<file path="config.mk">
export PLATFORM = sky130hd
export DESIGN_NAME = spi_select_slave
export DESIGN_NICKNAME = d
export VERILOG_FILES = /design/src/rtl/spi_sel_pkg.sv /design/src/rtl/spi_sync_bit.sv /design/src/rtl/spi_edge_detect.sv /design/src/rtl/spi_tx_hold.sv /design/src/rtl/spi_shift_engine.sv /design/src/rtl/spi_select_slave.sv
export SDC_FILE = /design/constraint.sdc
export NUM_CORES = 1
export LEC_CHECK = 0
export BUFFER_PORTS_ARGS = -buffer_cell sky130_fd_sc_hd__buf_2
export CAP_MARGIN = 40
export CORE_UTILIZATION = 54
export DETAILED_ROUTE_END_ITERATION = 8
export PLACE_DENSITY = 0.76
export SYNTH_ARGS = -nofsm -noshare
export SYNTH_HDL_FRONTEND = slang
export SYNTH_HIERARCHICAL = 1
export SYNTH_SLANG_ARGS = --single-unit
</file>
<file path="constraint.sdc">
create_clock -name clk -period 4.05 [get_ports clk]
set_input_delay 0.2025 -clock clk [delete_from_list [all_inputs] [get_ports clk]]
set_output_delay 0.2025 -clock clk [all_outputs]
set_load 0.01 [all_outputs]
</file>
<file path="src/rtl/spi_sel_pkg.sv">
package spi_sel_pkg;

  // Serial event flags, one system cycle wide, derived from the synchronized inputs.
  typedef struct packed {
    logic sel;       // select currently asserted (synchronized)
    logic sel_fall;  // select just asserted
    logic lead;      // leading serial clock edge while selected
    logic trail;     // trailing serial clock edge while selected
  } spi_evt_t;

  localparam int unsigned SYNC_DEPTH_DEF = 2;
  localparam int unsigned WORD_W_DEF     = 8;

endpackage

</file>
<file path="src/rtl/spi_sync_bit.sv">
module spi_sync_bit #(
  parameter int unsigned STAGES  = 2,
  parameter bit          RST_VAL = 1'b0
) (
  input  logic clk,
  input  logic rst_n,
  input  logic d_async,
  output logic q_sync
);

  logic [STAGES-1:0] chain_q;
  logic [STAGES-1:0] chain_n;

  always_comb begin
    chain_n = {chain_q[STAGES-2:0], d_async};
  end

  always_ff @(posedge clk or negedge rst_n) begin
    if (!rst_n) begin
      chain_q <= {STAGES{RST_VAL}};
    end else begin
      chain_q <= chain_n;
    end
  end

  assign q_sync = chain_q[STAGES-1];

endmodule

</file>
<file path="src/rtl/spi_edge_detect.sv">
module spi_edge_detect
  import spi_sel_pkg::*;
(
  input  logic     clk,
  input  logic     rst_n,
  input  logic     cpol,
  input  logic     sck_s,
  input  logic     ss_n_s,
  output spi_evt_t evt
);

  logic sck_d_q;
  logic ss_d_q;
  logic rise;
  logic fall;
  logic sel;

  always_ff @(posedge clk or negedge rst_n) begin
    if (!rst_n) begin
      sck_d_q <= 1'b0;
      ss_d_q  <= 1'b1;
    end else begin
      sck_d_q <= sck_s;
      ss_d_q  <= ss_n_s;
    end
  end

  always_comb begin
    rise         = sck_s & ~sck_d_q;
    fall         = ~sck_s & sck_d_q;
    sel          = ~ss_n_s;
    evt.sel      = sel;
    evt.sel_fall = sel & ss_d_q;
    // Clock edges only count while the select is low.
    evt.lead     = sel & (cpol ? fall : rise);
    evt.trail    = sel & (cpol ? rise : fall);
  end

  AST_LEAD_TRAIL_EXCL: assert property (@(posedge clk) disable iff (!rst_n)
    !(evt.lead && evt.trail));

  AST_NO_EDGE_DESEL: assert property (@(posedge clk) disable iff (!rst_n)
    ss_n_s |-> !(evt.lead || evt.trail));

endmodule

</file>
<file path="src/rtl/spi_tx_hold.sv">
module spi_tx_hold #(
  parameter int unsigned WORD_W = 8
) (
  input  logic              clk,
  input  logic              rst_n,
  input  logic              tx_load,
  input  logic [WORD_W-1:0] tx_data,
  output logic [WORD_W-1:0] tx_next
);

  logic [WORD_W-1:0] hold_q;
  logic [WORD_W-1:0] hold_n;

  always_comb begin
    hold_n = hold_q;
    if (tx_load) begin
      hold_n = tx_data;
    end
  end

  always_ff @(posedge clk or negedge rst_n) begin
    if (!rst_n) begin
      hold_q <= '0;
    end else begin
      hold_q <= hold_n;
    end
  end

  assign tx_next = hold_q;

  AST_HOLD_CAPTURE: assert property (@(posedge clk) disable iff (!rst_n)
    tx_load |=> tx_next == $past(tx_data));

  AST_HOLD_REPEAT: assert property (@(posedge clk) disable iff (!rst_n)
    !tx_load |=> $stable(tx_next));

endmodule

</file>
<file path="src/rtl/spi_shift_engine.sv">
module spi_shift_engine
  import spi_sel_pkg::*;
#(
  parameter int unsigned WORD_W = 8
) (
  input  logic              clk,
  input  logic              rst_n,
  input  logic              cpha,
  input  spi_evt_t          evt,
  input  logic              mosi_s,
  input  logic [WORD_W-1:0] tx_next,
  output logic              miso,
  output logic              miso_oe,
  output logic [WORD_W-1:0] rx_data,
  output logic              rx_valid
);

  localparam int unsigned CNT_W = (WORD_W > 1) ? $clog2(WORD_W) : 1;
  localparam logic [CNT_W-1:0] LAST_BIT = CNT_W'(WORD_W - 1);

  logic [CNT_W-1:0]  cnt_q,  cnt_n;
  logic [WORD_W-1:0] rxs_q,  rxs_n;
  logic [WORD_W-1:0] txs_q,  txs_n;
  logic [WORD_W-1:0] rxd_q,  rxd_n;
  logic              vld_q,  vld_n;
  logic              oe_q,   oe_n;
  logic              samp;
  logic              shft;
  logic              frame_load;

  always_comb begin
    // Phase 0: sample on leading, shift on trailing; phase 1: the reverse.
    samp       = cpha ? evt.trail : evt.lead;
    shft       = cpha ? evt.lead  : evt.trail;
    frame_load = evt.sel_fall & ~cpha;

    cnt_n = cnt_q;
    rxs_n = rxs_q;
    txs_n = txs_q;
    rxd_n = rxd_q;
    vld_n = 1'b0;
    oe_n  = evt.sel;

    if (!evt.sel) begin
      cnt_n = '0;
    end else begin
      if (frame_load) begin
        txs_n = tx_next;
      end
      if (samp) begin
        rxs_n = {rxs_q[WORD_W-2:0], mosi_s};
        if (cnt_q == LAST_BIT) begin
          cnt_n = '0;
          rxd_n = {rxs_q[WORD_W-2:0], mosi_s};
          vld_n = 1'b1;
        end else begin
          cnt_n = cnt_q + 1'b1;
        end
      end
      if (shft) begin
        if (cnt_q == '0) begin
          txs_n = tx_next;
        end else begin
          txs_n = {txs_q[WORD_W-2:0], 1'b0};
        end
      end
    end
  end

  always_ff @(posedge clk or negedge rst_n) begin
    if (!rst_n) begin
      cnt_q <= '0;
      rxs_q <= '0;
      txs_q <= '0;
      rxd_q <= '0;
      vld_q <= 1'b0;
      oe_q  <= 1'b0;
    end else begin
      cnt_q <= cnt_n;
      rxs_q <= rxs_n;
      txs_q <= txs_n;
      rxd_q <= rxd_n;
      vld_q <= vld_n;
      oe_q  <= oe_n;
    end
  end

  assign miso     = txs_q[WORD_W-1];
  assign miso_oe  = oe_q;
  assign rx_data  = rxd_q;
  assign rx_valid = vld_q;

  AST_VALID_SINGLE: assert property (@(posedge clk) disable iff (!rst_n)
    rx_valid |=> !rx_valid);

  AST_VALID_FROM_SAMPLE: assert property (@(posedge clk) disable iff (!rst_n)
    rx_valid |-> $past(samp));

  AST_DESEL_DROPS: assert property (@(posedge clk) disable iff (!rst_n)
    !evt.sel |=> (cnt_q == '0) && !rx_valid);

  AST_RXD_KEEP: assert property (@(posedge clk) disable iff (!rst_n)
    !rx_valid |-> $stable(rx_data));

  AST_TX_QUIET: assert property (@(posedge clk) disable iff (!rst_n)
    !shft && !frame_load |=> $stable(txs_q));

endmodule

</file>
<file path="src/rtl/spi_select_slave.sv">
module spi_select_slave
  import spi_sel_pkg::*;
#(
  parameter int unsigned WORD_W     = WORD_W_DEF,
  parameter int unsigned SYNC_DEPTH = SYNC_DEPTH_DEF
) (
  input  logic              clk,
  input  logic              rst_n,
  input  logic              cpol,
  input  logic              cpha,
  input  logic              sck,
  input  logic              mosi,
  input  logic              ss_n,
  output logic              miso,
  output logic              miso_oe,
  input  logic [WORD_W-1:0] tx_data,
  input  logic              tx_load,
  output logic [WORD_W-1:0] rx_data,
  output logic              rx_valid
);

  localparam int unsigned N_SYNC = 3; // sck, ss_n, mosi

  logic [N_SYNC-1:0] raw_in;
  logic [N_SYNC-1:0] syn_out;
  spi_evt_t          evt;
  logic [WORD_W-1:0] tx_next;

  assign raw_in = {mosi, ss_n, sck};

  for (genvar gi = 0; gi < N_SYNC; gi++) begin : g_sync
    spi_sync_bit #(
      .STAGES  (SYNC_DEPTH),
      .RST_VAL (gi == 1)
    ) i_sync (
      .clk     (clk),
      .rst_n   (rst_n),
      .d_async (raw_in[gi]),
      .q_sync  (syn_out[gi])
    );
  end

  spi_edge_detect i_edge (
    .clk    (clk),
    .rst_n  (rst_n),
    .cpol   (cpol),
    .sck_s  (syn_out[0]),
    .ss_n_s (syn_out[1]),
    .evt    (evt)
  );

  spi_tx_hold #(.WORD_W(WORD_W)) i_hold (
    .clk     (clk),
    .rst_n   (rst_n),
    .tx_load (tx_load),
    .tx_data (tx_data),
    .tx_next (tx_next)
  );

  spi_shift_engine #(.WORD_W(WORD_W)) i_engine (
    .clk      (clk),
    .rst_n    (rst_n),
    .cpha     (cpha),
    .evt      (evt),
    .mosi_s   (syn_out[2]),
    .tx_next  (tx_next),
    .miso     (miso),
    .miso_oe  (miso_oe),
    .rx_data  (rx_data),
    .rx_valid (rx_valid)
  );

  AST_OE_OFF_DESEL: assert property (@(posedge clk) disable iff (!rst_n)
    ss_n && $past(ss_n, 1) && $past(ss_n, 2) && $past(ss_n, 3) |-> !miso_oe);

endmodule

</file>
==> results of run 1 <==
registers in the layout, summed over array words and instances (netlist names):
register	flops
g_sync.i_sync/chain_q	6
i_edge/sck_d_q	1
i_edge/ss_d_q	1
i_engine/cnt_q	3
i_engine/miso_oe	1
i_engine/rx_data	8
i_engine/rx_valid	1
i_engine/rxs_q	7
i_engine/txs_q	8
i_hold/tx_next	8
critical path, cell delays in order (launching register included):
cell,delay [ns]
dfstp_2,0.58
or2_2,0.12
o22ai_1,0.11
mux2i_1,0.42
nand2b_1,0.37
mux2_2,0.38
power groups by stage:
stage	registers [mW]	logic, mW	clock network (mW)
finish	0.526	0.114	0.288
global placement	0.530	0.103	0
detailed placement	0.535	0.113	0
CTS	0.527	0.115	0.297
global route	0.535	0.127	0.319
floorplan	0.524	0.0830	0
through the flow:
step | std cells | instance area (um^2) | hold WS [ns] | total power [mW] | setup slack, ns
5_1_grt | 215 | 2170 | 0.0447 | 0.981 | 1.88
6_report | 215 | 2170 | 0.0758 | 0.927 | 1.98
3_5_place_dp | 203 | 2040 | 0.200 | 0.647 | 1.97
2_1_floorplan | 137 | 1880 | -0.0931 | 0.607 | 2.24
4_1_cts | 215 | 2170 | 0.0616 | 0.939 | 1.96
3_3_place_gp | 202 | 2010 | 0.309 | 0.634 | 2.08
path summary, 6_finish.rpt:
kind	startpoint	to	depth (start not counted)
worst min register to register	g_sync[2].i_sync/chain_q[0]$_DFF_PN0_	g_sync[2].i_sync/chain_q[1]$_DFF_PN0_	0
worst max register to register	g_sync[1].i_sync/chain_q[1]$_DFF_PN1_	i_engine/rxs_q[2]$_DFFE_PN0P_	5
min in group asynchronous	rst_n	i_engine/rx_valid$_DFF_PN0_	2
worst min-delay path	tx_data[6]	i_hold/tx_next[6]$_DFFE_PN0P_	2
worst max-delay path	g_sync[1].i_sync/chain_q[1]$_DFF_PN1_	i_engine/rxs_q[2]$_DFFE_PN0P_	5
max in group asynchronous	rst_n	g_sync[1].i_sync/chain_q[1]$_DFF_PN1_	3
Yosys cell counts (all sizes together) (2+ instances only):
library cell  instances
dfrtp                41
mux2                 24
a31oi                14
o21ai                 8
nand3                 7
buf                   5
inv                   5
mux2i                 4
nand2b                4
dfstp                 3
ha                    3
a21boi                2
clkbuf                2
nand2                 2
nor2b                 2
o22ai                 2
or2b                  2
or3                   2
layer usage:
layer	global-route usage, %	wire [um]
met5	0	0
met4	5.84	38
met3	5.04	144
met2	28.9	1430
met1	24.5	1330
cells by family after synthesis:
| logic type | after synthesis | synth area share [%] |
|---|---|---|
| flops | 44 | 58.7 |
| mux | 28 | 18.1 |
| compound gates | 26 | 8.25 |
| simple gates | 24 | 8.72 |
| buf+inv | 12 | 4.19 |
| fa+ha+maj | 3 | 2.00 |
timing repair:
item	4_1_cts	5_1_grt
setup endpoints to repair	0	0
hold buffers	4	0
endpoints found under the hold margin	23	0
area by class of cell:
class / count / area share, %
Clock buffer: 6 / 2.37
Clock inverter: 2 / 1.79
Inverter: 5 / 0.867
Multi-Input combinational cell: 81 / 32.2
Sequential cell: 44 / 51.0
Tap cell: 46 / 2.66
Timing Repair Buffer: 31 / 9.13
==> run metrics, run 1 <==
Pint=704 uW; Max-Cap Viols=0; crit path time final=2.07 ns; Fillers=252; DP Wirelength=approximately 2100 um; CTS HTree Levels=2; Sequential Power Share=between 50% and 60%; Synth area leader=dfrtp_1; Inserted Diodes=0; Core Rows=21; Slew Limit Fails=0; vias per cell=5.43; RSZ-0062 raised after global routing=false; CP Class=register to register; Initial Utilization=56.4%; most area-consuming cells after synthesis=dfrtp_1 (55%), mux2_2 (9.6%), mux2_4 (6.4%); Top FF cell, synth=dfrtp_1; Fmax=0.483 GHz; post_cts resized=0; Buffers on Ports=26; GPL Wtd Cong=roughly 0.77; I/O pin total=27; P_leak=approximately 1.1 nW; Die X=61.0 um; Yosys reg bits=44; largest net degree at the start of global routing=25; measured slew at the worst slew-check pin=~0.47 ns; CTS tree=built; Gate power share=approximately an eighth; Num CTS Buffers=5; sequential area share after synthesis=58.7%; Clk pwr share=between 30% and 40%; routed len/inst=approximately 14 um; vias post-DR=1,168; # DRC=0; commonest non-fill, non-tap cell in the layout=dfrtp_1; Post-Syn Instances=137; Antenna Nets Post-Route=0; initial antenna violation count=0; area occupied by multi-input gates=697 um^2; Synth top area share=54.6%; Final setup violation count=0; async set-reset flop share out of synthesis=100%; most frequent cells in the layout=dfrtp_1 (41), buf_2 (26), mux2_2 (16); mean post-synth cell area=13.7 um^2; final layout net count=about 190; Mapped Nets=156; Max Root-Sink Buffers=2; share of cells above drive strength 1=40.2%; grt ovf=0; required time worst endpoint=4.31 ns; worst-skew pair later-pin latency=0.35 ns; Startpoint Class=register; Max IR drop VDD=around 290 uV; Worst Path Max Fanout=7; Worst Hold Class=input port to register; drt first pass iters=4; Clock transition at path regs=0.13 ns; number of global-route vias before repair=1,074; fin crit share=51.1%; storage element area=1100 um^2; CTS Sinks=44; First DRT Iteration DRCs=31; core area=3340 um^2; post-synth cell types=27; Worst slew margin=67.6%; root buf cell=clkbuf_4; global-route wire length before repair=4860 um; Post-CTS Setup Bufs=0; mapped cell area=between 1500 and 2000 um^2; drt total wl=just under 3000 um; setup total negative slack=0 ns; YS warnings=6; R2R setup slack=a little under 2 ns; status=finished clean; Fin. Hold Viols=0; switching share of total power=24.1%; number of flops mapped to enable cells by yosys=0; Die H=61.0 um; Arr. time, crit path=2.32 ns; CP Capture Type=register; All-Layer GR Usage=18.2%; Power Dens Cells=428 nW/um^2; area grow syn2layout=15.2%; net switching power=223 uW; Final Util=64.9%; die area=~3700 um^2; clock skew=about 0.0067 ns
(Power assumes the default switching activity.)
==> run 2, diff against run 1 <==
- clock period: 4.05 -> 2.09 ns (I/O delays scaled with it)
==> run 2 against run 1 <==
Against the previous run:
- power increased by 78%
- register-to-register slack got worse by 1.8 ns
- flip-flop and latch count unchanged
- largest power group unchanged
- die area unchanged
==> run metrics, run 2 (synthesis results as in run 1) <==
CP top delay family=multiplexers; Fin. Hold Viols=0; CP Class=register to register; Max Root-Sink Buffers=2; met2 WL=1540 um; worst-skew pair later-pin latency=0.36 ns; Power Dens Cells=~750 nW/um^2; RSZ-0062 raised after global routing=false; Arr. time, crit path=2.15 ns; Max IR drop VDD=503 uV; Startpoint Class=register; grt ovf=0; All-Layer GR Usage=20.2%; Crit path largest cell delay=0.57 ns; Fmax=0.527 GHz; initial antenna violation count=0; die area=3720 um^2; CTS tree=built; CTS Sinks=between 40 and 50; switching share of total power=26.1%; core area=3340 um^2; CTS HTree Levels=2; Finished Layout Cells=223; Sequential Power Share=roughly 62%; net switching power=432 uW; CP cell instances=or2_2 > o22ai_1 > mux2i_2 > nand2b_2 > mux2_2; # DRC=0; Initial Utilization=56.4%; met1 WL=1400 um; P_leak=1.08 nW; drt total wl=3150 um; Num CTS Buffers=5; top sig layer=met4; measured slew at the worst slew-check pin=0.459 ns; Die X=61.0 um; Pint=1.22 mW; routed len/inst=14.1 um; largest net degree at the start of global routing=35; clock skew=0.0136 ns; Clock transition at path regs=0.12 ns; required time worst endpoint=2.34 ns; Worst slew margin=68.5%; pre-CTS setup slack=-0.0140 ns; metal3 WL=151 um; Final setup violation count=0; Slowest-stage cell, CP=dfstp_2; fin worst setup slack=roughly 0.19 ns; Gate power share=14.3%; GPL Wtd Cong=0.728; DP Wirelength=2160 um; I/O pin total=27; First DRT Iteration DRCs=38; CP Capture Type=register; drt first pass iters=4; worst path bufs/invs=0; Max-Cap Viols=0; most frequent cells in the layout=dfrtp_1 (41), buf_2 (26), mux2_2 (16); vias post-DR=roughly 1,200; Worst Hold Class=input port to asynchronous set/reset pin; Antenna Nets Post-Route=0; fin crit share=90.8%; root buf cell=clkbuf_4; Slew Limit Fails=0; placed cells=203; global-route wire length before repair=5290 um; status=finished clean; final layout net count=195; Hold Slack=0.150 ns; number of global-route vias before repair=roughly 1,200; Clk pwr share=roughly a quarter; Inserted Diodes=0; Buffers on Ports=26; crit path time final=1.90 ns; Worst Path Max Fanout=7; vias per cell=5.49; share of cells above drive strength 1=approximately 38%; Die H=61.0 um; Core Rows=21; commonest non-fill, non-tap cell in the layout=dfrtp_1; Post-CTS Setup Bufs=0; area grow syn2layout=17.4%
run 2: path summary, 6_finish.rpt:
check,cells past startpoint,to,start,slack (ns)
max,5,i_engine/rxs_q[0]$_DFFE_PN0P_,g_sync[1].i_sync/chain_q[1]$_DFF_PN1_,0.19
min,2,i_engine/txs_q[1]$_DFFE_PN0P_,rst_n,0.15
max reg2reg,5,i_engine/rxs_q[0]$_DFFE_PN0P_,g_sync[1].i_sync/chain_q[1]$_DFF_PN1_,0.19
min reg2reg,0,g_sync[0].i_sync/chain_q[1]$_DFF_PN0_,g_sync[0].i_sync/chain_q[0]$_DFF_PN0_,0.37
max in group asynchronous,3,g_sync[1].i_sync/chain_q[1]$_DFF_PN1_,rst_n,1.42
min in group clk,2,i_hold/tx_next[3]$_DFFE_PN0P_,tx_load,0.17
run 2: cell type report:
class / count / area, um^2
repair buffers: 39 / 270
well taps: 46 / 57.6
fillers: 245 / 1130
flip-flops and latches: 44 / 1100
inverters: 5 / 18.8
multi-input cells: 81 / 703
clock buffers: 7 / 45.0
clock inverters: 1 / 8.76
run 2: per-layer routing:
layer	GRT usage, %	vias to the layer above
li1	-	572
met1	26.0	615
met2	31.2	30
met3	7.77	7
met4	7.79	0
met5	0	-
run 2: per-stage QoR:
stage	util (%)	instance area [um^2]	power, mW	TNS [ns]
finish	66.2	2210	1.65	0
detailed placement	60.8	2030	1.25	-0.0556
floorplan	-	1880	1.18	0
global route	66.2	2210	1.75	0
CTS	66.1	2210	1.67	0
global placement	60.2	2010	1.23	0
run 2: worst register-to-register path: cells and delay by family (launching register included):
family	cells	cell delay [ns]
muxes	2	0.70
DFF	1	0.57
and+or+nand+nor	2	0.42
AOI/OAI and AO/OA	1	0.12
run 2: timing repair:
| action | 4_1_cts | 5_1_grt |
|---|---|---|
| setup endpoints to repair | 3 | 7 |
| hold buffers | 12 | 0 |
| resized for setup | 1 | 1 |
| hold endpoints to repair | 52 | 0 |
run 2: power by group through the flow:
stage / registers (mW) / logic, mW / clock network, mW
floorplan: 1.02 / 0.161 / 0
global placement: 1.03 / 0.200 / 0
detailed placement: 1.04 / 0.217 / 0
CTS: 1.02 / 0.237 / 0.413
global route: 1.04 / 0.259 / 0.457
finish: 1.02 / 0.236 / 0.399
